## src/rtl/shirq_pkg.sv

```systemverilog
package shirq_pkg;

  localparam int BUS_W = 16;
  localparam int EN_LSB = 8;
  localparam int REQ_BIT = 7;

  localparam logic [1:0] REG_SEL = 2'd0;
  localparam logic [1:0] REG_CLR = 2'd1;
  localparam logic [1:0] REG_CTL = 2'd2;

  typedef struct packed {
    logic selWr;
    logic clrWr;
    logic ctlWr;
  } shirq_strobe_t;

endpackage

```

## src/rtl/shirq_ctrl.sv

```systemverilog
module shirq_ctrl
  import shirq_pkg::*;
#(
  parameter int NUM_VEC = 4,
  parameter int NUM_SRC = 8,
  parameter int PRIO_W  = 4,
  localparam int VEC_W  = $clog2(NUM_VEC),
  localparam int ADDR_W = VEC_W + 2
) (
  input  logic                              clk,
  input  logic                              rstN,
  input  logic                              busSel,
  input  logic                              busWr,
  input  logic [ADDR_W-1:0]                 busAddr,
  input  logic [NUM_VEC-1:0][NUM_SRC-1:0]   flags,
  input  logic [NUM_VEC-1:0][NUM_SRC-1:0]   ens,
  input  logic [NUM_VEC-1:0]                reqs,
  input  logic [NUM_VEC-1:0][PRIO_W-1:0]    prios,
  output shirq_strobe_t [NUM_VEC-1:0]       strobes,
  output logic [BUS_W-1:0]                  busRdata
);

  logic [VEC_W-1:0] vecIdx;
  logic [1:0]       regIdx;
  logic             wrAccess;

  assign vecIdx   = busAddr[ADDR_W-1:2];
  assign regIdx   = busAddr[1:0];
  assign wrAccess = busSel && busWr;

  for (genvar v = 0; v < NUM_VEC; v++) begin : g_dec
    logic hit;
    assign hit = wrAccess && (vecIdx == VEC_W'(v));
    assign strobes[v].selWr = hit && (regIdx == REG_SEL);
    assign strobes[v].clrWr = hit && (regIdx == REG_CLR);
    assign strobes[v].ctlWr = hit && (regIdx == REG_CTL);
  end

  always_comb begin
    busRdata = '0;
    for (int v = 0; v < NUM_VEC; v++) begin
      if (vecIdx == VEC_W'(v)) begin
        case (regIdx)
          REG_SEL: begin
            busRdata[EN_LSB +: NUM_SRC] = ens[v];
            busRdata[0 +: NUM_SRC]      = flags[v];
          end
          REG_CTL: begin
            busRdata[0 +: PRIO_W] = prios[v];
            busRdata[REQ_BIT]     = reqs[v];
          end
          default: busRdata = '0;
        endcase
      end
    end
  end

  // the clear register is write-only and reads back as zero
  p_clr_reads_zero_r9: assert property (@(posedge clk) disable iff (!rstN)
    (busSel && !busWr && regIdx == REG_CLR) |-> (busRdata == '0));

  // register index 3 reads back as zero
  p_hole_reads_zero_r9: assert property (@(posedge clk) disable iff (!rstN)
    (busSel && !busWr && regIdx == 2'd3) |-> (busRdata == '0));

endmodule

```

## src/rtl/shirq_dp.sv

```systemverilog
module shirq_dp
  import shirq_pkg::*;
#(
  parameter int NUM_SRC = 8,
  parameter int PRIO_W  = 4
) (
  input  logic               clk,
  input  logic               rstN,
  input  shirq_strobe_t      strb,
  input  logic [BUS_W-1:0]   wdata,
  input  logic [NUM_SRC-1:0] srcEvt,
  input  logic               irqAck,
  output logic [NUM_SRC-1:0] flagQ,
  output logic [NUM_SRC-1:0] enQ,
  output logic               reqQ,
  output logic [PRIO_W-1:0]  prioQ
);

  logic [NUM_SRC-1:0] clrMask;
  logic [NUM_SRC-1:0] flagNext;
  logic [NUM_SRC-1:0] enNext;
  logic [NUM_SRC-1:0] newPend;
  logic               reqNext;
  logic [PRIO_W-1:0]  prioNext;

  always_comb begin
    clrMask  = strb.clrWr ? wdata[NUM_SRC-1:0] : '0;
    // an event wins over a clear of the same bit
    flagNext = (flagQ & ~clrMask) | srcEvt;
    enNext   = strb.selWr ? wdata[EN_LSB +: NUM_SRC] : enQ;
    // bits that become set-and-enabled at this edge
    newPend  = flagNext & enNext & ~(flagQ & enQ);
    if (|newPend)     reqNext = 1'b1;
    else if (irqAck)  reqNext = 1'b0;
    else              reqNext = reqQ;
    prioNext = strb.ctlWr ? wdata[PRIO_W-1:0] : prioQ;
  end

  always_ff @(posedge clk) begin
    if (!rstN) begin
      flagQ <= '0;
      enQ   <= '0;
      reqQ  <= 1'b0;
      prioQ <= '0;
    end else begin
      flagQ <= flagNext;
      enQ   <= enNext;
      reqQ  <= reqNext;
      prioQ <= prioNext;
    end
  end

  // every pulsed source shows a set flag one cycle later
  p_evt_sets_flag_r2: assert property (@(posedge clk) disable iff (!rstN)
    (srcEvt != '0) |=> ((flagQ & $past(srcEvt)) == $past(srcEvt)));

  // without a clear write no flag drops
  p_flag_sticky_r3: assert property (@(posedge clk) disable iff (!rstN)
    !strb.clrWr |=> ((flagQ & $past(flagQ)) == $past(flagQ)));

  // a request only rises while some enabled flag is set
  p_req_needs_enabled_r5: assert property (@(posedge clk) disable iff (!rstN)
    $rose(reqQ) |-> ((flagQ & enQ) != '0));

  // an acknowledge with no new event or mask change drops the request
  p_ack_clears_r6: assert property (@(posedge clk) disable iff (!rstN)
    (irqAck && srcEvt == '0 && !strb.selWr) |=> !reqQ);

  // priority holds unless the control register is written
  p_prio_stable_r8: assert property (@(posedge clk) disable iff (!rstN)
    !strb.ctlWr |=> $stable(prioQ));

endmodule

```

## src/rtl/shirq_top.sv

```systemverilog
module shirq_top
  import shirq_pkg::*;
#(
  parameter int NUM_VEC = 4,
  parameter int NUM_SRC = 8,
  parameter int PRIO_W  = 4,
  localparam int ADDR_W = $clog2(NUM_VEC) + 2
) (
  input  logic                        clk,
  input  logic                        rstN,
  input  logic                        busSel,
  input  logic                        busWr,
  input  logic [ADDR_W-1:0]           busAddr,
  input  logic [BUS_W-1:0]            busWdata,
  output logic [BUS_W-1:0]            busRdata,
  input  logic [NUM_VEC*NUM_SRC-1:0]  srcEvt,
  input  logic [NUM_VEC-1:0]          irqAck,
  output logic [NUM_VEC-1:0]          irqReq,
  output logic [NUM_VEC*PRIO_W-1:0]   irqPrio
);

  shirq_strobe_t [NUM_VEC-1:0]     strobes;
  logic [NUM_VEC-1:0][NUM_SRC-1:0] flags;
  logic [NUM_VEC-1:0][NUM_SRC-1:0] ens;
  logic [NUM_VEC-1:0][PRIO_W-1:0]  prios;

  shirq_ctrl #(
    .NUM_VEC (NUM_VEC),
    .NUM_SRC (NUM_SRC),
    .PRIO_W  (PRIO_W)
  ) u_ctrl (
    .clk      (clk),
    .rstN     (rstN),
    .busSel   (busSel),
    .busWr    (busWr),
    .busAddr  (busAddr),
    .flags    (flags),
    .ens      (ens),
    .reqs     (irqReq),
    .prios    (prios),
    .strobes  (strobes),
    .busRdata (busRdata)
  );

  for (genvar v = 0; v < NUM_VEC; v++) begin : g_vec
    shirq_dp #(
      .NUM_SRC (NUM_SRC),
      .PRIO_W  (PRIO_W)
    ) u_dp (
      .clk    (clk),
      .rstN   (rstN),
      .strb   (strobes[v]),
      .wdata  (busWdata),
      .srcEvt (srcEvt[v*NUM_SRC +: NUM_SRC]),
      .irqAck (irqAck[v]),
      .flagQ  (flags[v]),
      .enQ    (ens[v]),
      .reqQ   (irqReq[v]),
      .prioQ  (prios[v])
    );
    assign irqPrio[v*PRIO_W +: PRIO_W] = prios[v];
  end

endmodule

```

## config.mk

```make
export PLATFORM = sky130hd
export DESIGN_NAME = shirq_top
export DESIGN_NICKNAME = d
export VERILOG_FILES = /design/src/rtl/shirq_pkg.sv /design/src/rtl/shirq_ctrl.sv /design/src/rtl/shirq_dp.sv /design/src/rtl/shirq_top.sv
export SDC_FILE = /design/constraint.sdc
export NUM_CORES = 1
export LEC_CHECK = 0
export CORE_MARGIN = 4
export CORE_UTILIZATION = 25
export DETAILED_ROUTE_END_ITERATION = 7
export SLEW_MARGIN = 20
export SYNTH_ARGS = -nofsm -noshare
export SYNTH_HDL_FRONTEND = slang
export SYNTH_SLANG_ARGS = --single-unit
```

## constraint.sdc

```tcl
create_clock -name clk -period 6.5 [get_ports clk]
set_input_delay 1.3 -clock clk [delete_from_list [all_inputs] [get_ports clk]]
set_output_delay 1.3 -clock clk [all_outputs]
set_load 0.02 [all_outputs]
```

==> results.py, run 1 <==
metrics = {
    "setup_path": {
        "crit_arrival_ns": 3.94,
        "cp-start-kind": "input pin",
        "path_class": "input pin to output port",
        "worst_ep_required_time_ns": 5.20,
        "critPathCaptureType": "output port",
        "ff2ff_path_depth": 5,
        "crit_fanout": 21,
    },
    "clock_tree": {
        "cts_tree": "yes",
        "clk_path_buf_depth": 2,
        "cts-buffers-inserted": 9,
        "cts_sinks": 84,
        "clockRootBuffer": "clkbuf_16",
        "path_clk_slew_ns": 0.07,
        "cts_resized": 0,
        "worstSkewPairLatency_ns": 0.35,
        "postCtsSetupRepairBufs": 0,
        "cts_hold_buf": 0,
        "h-tree-depth": 3,
    },
    "logic_synthesis": {
        "synth-xor-area-share": 0,
        "synth_edf_count": 0,
        "muxShareOfSynthArea": 0.0891,
        "syn_area_per_cell_um2": 8.33,
        "synth_fp_nets": 610,
        "synthTopCellsByArea": "dfxtp_1, a21oi_1, mux4_2, nor2_1, and2_1",
        "synth-simple-area-share": 0.244,
        "seq_area_frac_synth": 0.367,
        "synth.ff_latch_count": 84,
        "synth_fa_ha_area_frac": 0,
        "synthArstFlopShare": 0,
        "synth_top_family_by_area": "simple AND/OR/NAND/NOR gates",
        "yosys_warnings": 0,
        "synth_top_area_cell": "dfxtp_1",
        "synth_top_area_frac": 0.367,
        "synthCells": 550,
        "synth_area_mm2": 0.00458,
        "ys.flop_type": "dfxtp_1",
        "yosysMostFrequentCell": "dfxtp_1",
        "synth_compound_area_frac": 0.242,
        "ys_types": 59,
        "yosys-top-cells-count": "dfxtp_1, a21oi_1, nor2_1",
    },
    "layout": {
        "n_antenna_cell": 0,
        "drive_gt1_frac": 0.0695,
        "fin_cells": 848,
        "area_growth_pct": 29.8,
        "finalNetCount": 674,
        "fillers": 1909,
        "multi_input_area_mm2": 0.00263,
        "finalInstanceArea_mm2": 0.00594,
        "seq_area_mm2": 0.00168,
    },
    "route": {
        "routed_via_density": 5.34,
        "drtPass1Iterations": 5,
        "first_iter_violations": 447,
        "wirelength_um": 17000,
        "drc": 0,
        "ant_nets": 0,
        "num_vias": 4531,
        "wire_per_inst_um": 20.0,
    },
    "sta": {
        "hold_viol": 0,
        "fin_crit_sh": 0.805,
        "slew_viol_final": 0,
        "skew_ns": 0.00820,
        "max_slew_margin": 0.325,
        "timing_worst_slew_pin_value_ns": 1.01,
        "period_needed_ns": 5.24,
        "fin_tns_setup_ns": 0,
        "rsz0062_at_grt": "no",
        "fmax_mhz": 191,
        "setup_viol": 0,
    },
    "die": {
        "fp.coreArea_mm2": 0.0180,
        "die-area_mm2": 0.0205,
        "num_rows": 49,
        "start_util": 0.255,
        "ios": 96,
        "die_w_um": 143,
        "die_h_um": 143,
    },
    "pwr": {
        "pwr-share-clk": 0.433,
        "combPwrFrac": 0.139,
        "p_sw_mw": 0.332,
        "leakage_nw": 2.04,
        "p_int_mw": 0.961,
        "peakVddDrop_mv": 0.122,
        "power_density_mw_per_mm2": 218,
        "power_frac_seq": 0.428,
        "sw_frac_of_total": 0.257,
    },
    "placed_design": {
        "post-place-cells": 832,
        "gp_congestion": 0.846,
        "dpl.hpwl_um": 12400,
        "io_buffers": 95,
        "place_area_mm2": 0.00563,
    },
    "grt": {
        "grt_max_degree": 74,
        "grt_pass1_vias": 4397,
        "grt_use_total": 0.165,
        "grt_pass1_wl_um": 26100,
        "antenna_found_initial": 1,
        "grt-ovfl-total": 0,
    },
    "run": {
        "cap_violations": 0,
    },
    "min_path": {
        "whs_path_depth": 2,
        "hold_class": "flop to flop",
    },
    "run_status": {
        "outcome": "finished clean",
    },
}
-- flip-flops by register name, summed over array words and instances, names as in the netlist --
name              count
g_vec.u_dp.reqQ       4
g_vec.u_dp.flagQ     32
g_vec.u_dp.enQ       32
g_vec.u_dp.prioQ     16
-- worst max-delay path, stage by stage --
cell	delay, ns
clkdlybuf4s50_1	0.82
nor2_1	0.51
buf_4	0.25
a31oi_1	0.10
o221ai_1	0.30
clkdlybuf4s50_1	0.66
-- stage by stage --
step	utilization	hold WS (ns)	setup WS, ns	total power [mW]
global placement	0.313	0.472	1.33	0.744
detailed placement	0.313	0.479	1.26	0.744
finish	0.331	0.496	1.26	1.29
CTS	0.331	0.489	1.28	1.30
floorplan	-	0.459	2.31	0.654
global route	0.331	0.525	1.06	1.33
-- layer usage --
layer / part of all wire / up-vias / wire [µm] / track usage
met2: 0.48 / 178 / 8230 / 0.273
met3: 0.070 / 20 / 1200 / 0.0220
li1: - / 2155 / - / -
met4: 0.017 / 2 / 297 / 0.0550
met1: 0.43 / 2176 / 7240 / 0.225
met5: 0.00077 / - / 13 / 0
-- worst paths after layout --
kind / startpoint / to / slack, ns
max reg2reg: g_vec[1].u_dp.flagQ[7] / g_vec[1].u_dp.reqQ / 4.75
max: busAddr[1] / busRdata[7] / 1.26
min reg2reg: g_vec[2].u_dp.enQ[5] / g_vec[2].u_dp.enQ[5] / 0.50
min: g_vec[2].u_dp.enQ[5] / g_vec[2].u_dp.enQ[5] / 0.50
-- logic make-up after synthesis --
group	count (synthesis)
simple gates	216
buf+inv	58
mux	23
compound gates	169
flops	84
-- placed cells by master, fill, tap and decap left out, types with 7 or more instances in the layout --
cell type / n
clkdlybuf4s50_1: 94
nor2_1: 51
nand2_1: 41
o21ai_0: 26
and2_1: 30
mux2i_1: 7
inv_1: 10
nor3_1: 33
mux4_2: 14
clkbuf_16: 9
o32ai_1: 9
a21oi_1: 66
dfxtp_1: 84
nand2b_1: 15
o31ai_1: 16
nand3_1: 20
-- power groups by stage --
stage / Combinational, mW / Clock [mW] / Sequential, mW
floorplan: 0.0974 / 0 / 0.556
global placement: 0.178 / 0 / 0.566
detailed placement: 0.178 / 0 / 0.565
CTS: 0.179 / 0.563 / 0.554
global route: 0.193 / 0.583 / 0.555
finish: 0.179 / 0.560 / 0.554
-- area by class of cell --
type,count,area share
clock inverters,5,0.0126
multi-input cells,408,0.443
clock buffers,11,0.0408
flip-flops and latches,84,0.283
well taps,229,0.0482
repair buffers,100,0.165
inverters,11,0.00695
Note: power is estimated with default switching activity, not from simulation.
==> inputs of run 2 (changes only) <==
- clock period: 6.5 -> 4.5 ns (I/O delays scaled with it)
==> results.py, run 2 (synthesis gave the netlist of run 1 again) <==
metrics = {
    "sta": {
        "setup_viol": 0,
        "rsz0062_at_grt": "no",
        "period_needed_ns": 3.98,
        "fmax_mhz": 251,
        "fin_crit_sh": 0.885,
        "timing_worst_slew_pin_value_ns": 0.736,
        "max_slew_margin": 0.506,
        "hold_viol": 0,
        "skew_ns": 0.00456,
        "slew_viol_final": 0,
        "fin_tns_setup_ns": 0,
        "hold-worst-slack_ns": 0.494,
    },
    "setup_path": {
        "r2r_start": "g_vec[1].u_dp.flagQ[1]",
        "critPathCaptureType": "output port",
        "cp-start-kind": "input pin",
        "path_class": "input pin to output port",
        "worst_ep_required_time_ns": 3.60,
        "crit_fanout": 24,
        "crit_start": "busAddr[3]",
        "crit_arrival_ns": 3.08,
    },
    "route": {
        "ant_nets": 0,
        "num_vias": 4639,
        "drc": 0,
        "drtPass1Iterations": 5,
        "routed_via_density": 5.36,
        "first_iter_violations": 522,
        "wirelength_um": 17100,
        "wire_per_inst_um": 19.8,
    },
    "grt": {
        "grt_max_degree": 41,
        "grt_pass1_wl_um": 25700,
        "grt_use_total": 0.165,
        "grt-ovfl-total": 0,
        "grt_pass1_vias": 4471,
        "antenna_found_initial": 0,
    },
    "layout": {
        "finalNetCount": 691,
        "finalInstanceArea_mm2": 0.00607,
        "final_cell_mix": "clkdlybuf4s50_1, dfxtp_1, a21oi_1, nor2_1, nand2_1",
        "drive_gt1_frac": 0.0943,
        "fin_util": 0.338,
        "final_common_cell": "clkdlybuf4s50_1",
        "area_growth_pct": 32.6,
        "n_antenna_cell": 0,
        "largest_registers": "g_vec.u_dp.enQ: 32 flops, g_vec.u_dp.flagQ: 32 flops, g_vec.u_dp.prioQ: 16 flops",
    },
    "clock_tree": {
        "cts_hold_buf": 0,
        "cts_resized": 0,
        "cts_sinks": 84,
        "cts-buffers-inserted": 9,
        "worstSkewPairLatency_ns": 0.34,
        "postCtsSetupRepairBufs": 0,
        "clockRootBuffer": "clkbuf_16",
        "clk_path_buf_depth": 2,
        "cts_tree": "yes",
        "path_clk_slew_ns": 0.06,
        "h-tree-depth": 3,
    },
    "placed_design": {
        "dpl.hpwl_um": 12900,
        "io_buffers": 95,
        "place_area_mm2": 0.00575,
        "gp_congestion": 0.868,
    },
    "die": {
        "die_h_um": 143,
        "num_rows": 49,
        "die_w_um": 143,
        "die-area_mm2": 0.0205,
        "fp.coreArea_mm2": 0.0180,
        "start_util": 0.255,
        "ios": 96,
    },
    "pwr": {
        "leakage_nw": 2.12,
        "power_density_mw_per_mm2": 308,
        "peakVddDrop_mv": 0.173,
    },
    "min_path": {
        "hold_class": "flop to flop",
        "hp-start": "g_vec[2].u_dp.enQ[5]",
    },
    "run_status": {
        "outcome": "finished clean",
    },
    "run": {
        "cap_violations": 0,
    },
}
run 2: cell types whose count changed in the layout (fill, tap and decap cells not counted), sizes merged:
cell	delta
buf	+17
run 2: routing by layer:
layer | global-route usage | part of all wire
met3 | 0.0306 | 0.076
met5 | 0 | 0
met1 | 0.215 | 0.42
met2 | 0.270 | 0.47
met4 | 0.0639 | 0.028
run 2: area by class of cell:
class                           count  area (µm²)
Fill cell                        1876       11900
Multi-Input combinational cell    408        2630
Sequential cell                    84        1680
Timing Repair Buffer              117        1110
Tap cell                          229         287
Clock buffer                       11         243
Clock inverter                      5        75.1
Inverter                           11        41.3
run 2: critical path, cell delays in order:
cell and delay, ns:
clkdlybuf4s50_1 0.52, buf_4 0.28, a22o_1 0.16, o21ai_0 0.09
a21oi_1 0.18, a31oi_1 0.06, o221ai_1 0.24, clkdlybuf4s50_1 0.65
run 2: metrics by stage:
step / cells / setup WS [ns] / power (mW)
final: 865 / 0.517 / 1.87
after global routing: 865 / 0.362 / 1.94
after CTS: 865 / 0.509 / 1.88
after detailed placement: 849 / 0.515 / 1.08
after global placement: 849 / 0.535 / 1.08
after floorplan: 550 / 1.11 / 0.944
run 2: report_power, final:
| part | internal [mW] | leakage (nW) | total, mW | switching, mW |
|---|---|---|---|---|
| logic | 0.126 | 1.28 | 0.269 | 0.144 |
| registers | 0.772 | 0.688 | 0.801 | 0.0299 |
| clock network | 0.499 | 0.159 | 0.800 | 0.302 |
| total | 1.40 | 2.12 | 1.87 | 0.475 |
run 2: final timing paths:
check	end	cells after the start	slack, ns
setup / recovery	busRdata[7]	8	0.52
hold reg to reg	g_vec[2].u_dp.enQ[5]	2	0.49
setup reg to reg	g_vec[1].u_dp.reqQ	5	2.78
hold / removal	g_vec[2].u_dp.enQ[5]	2	0.49
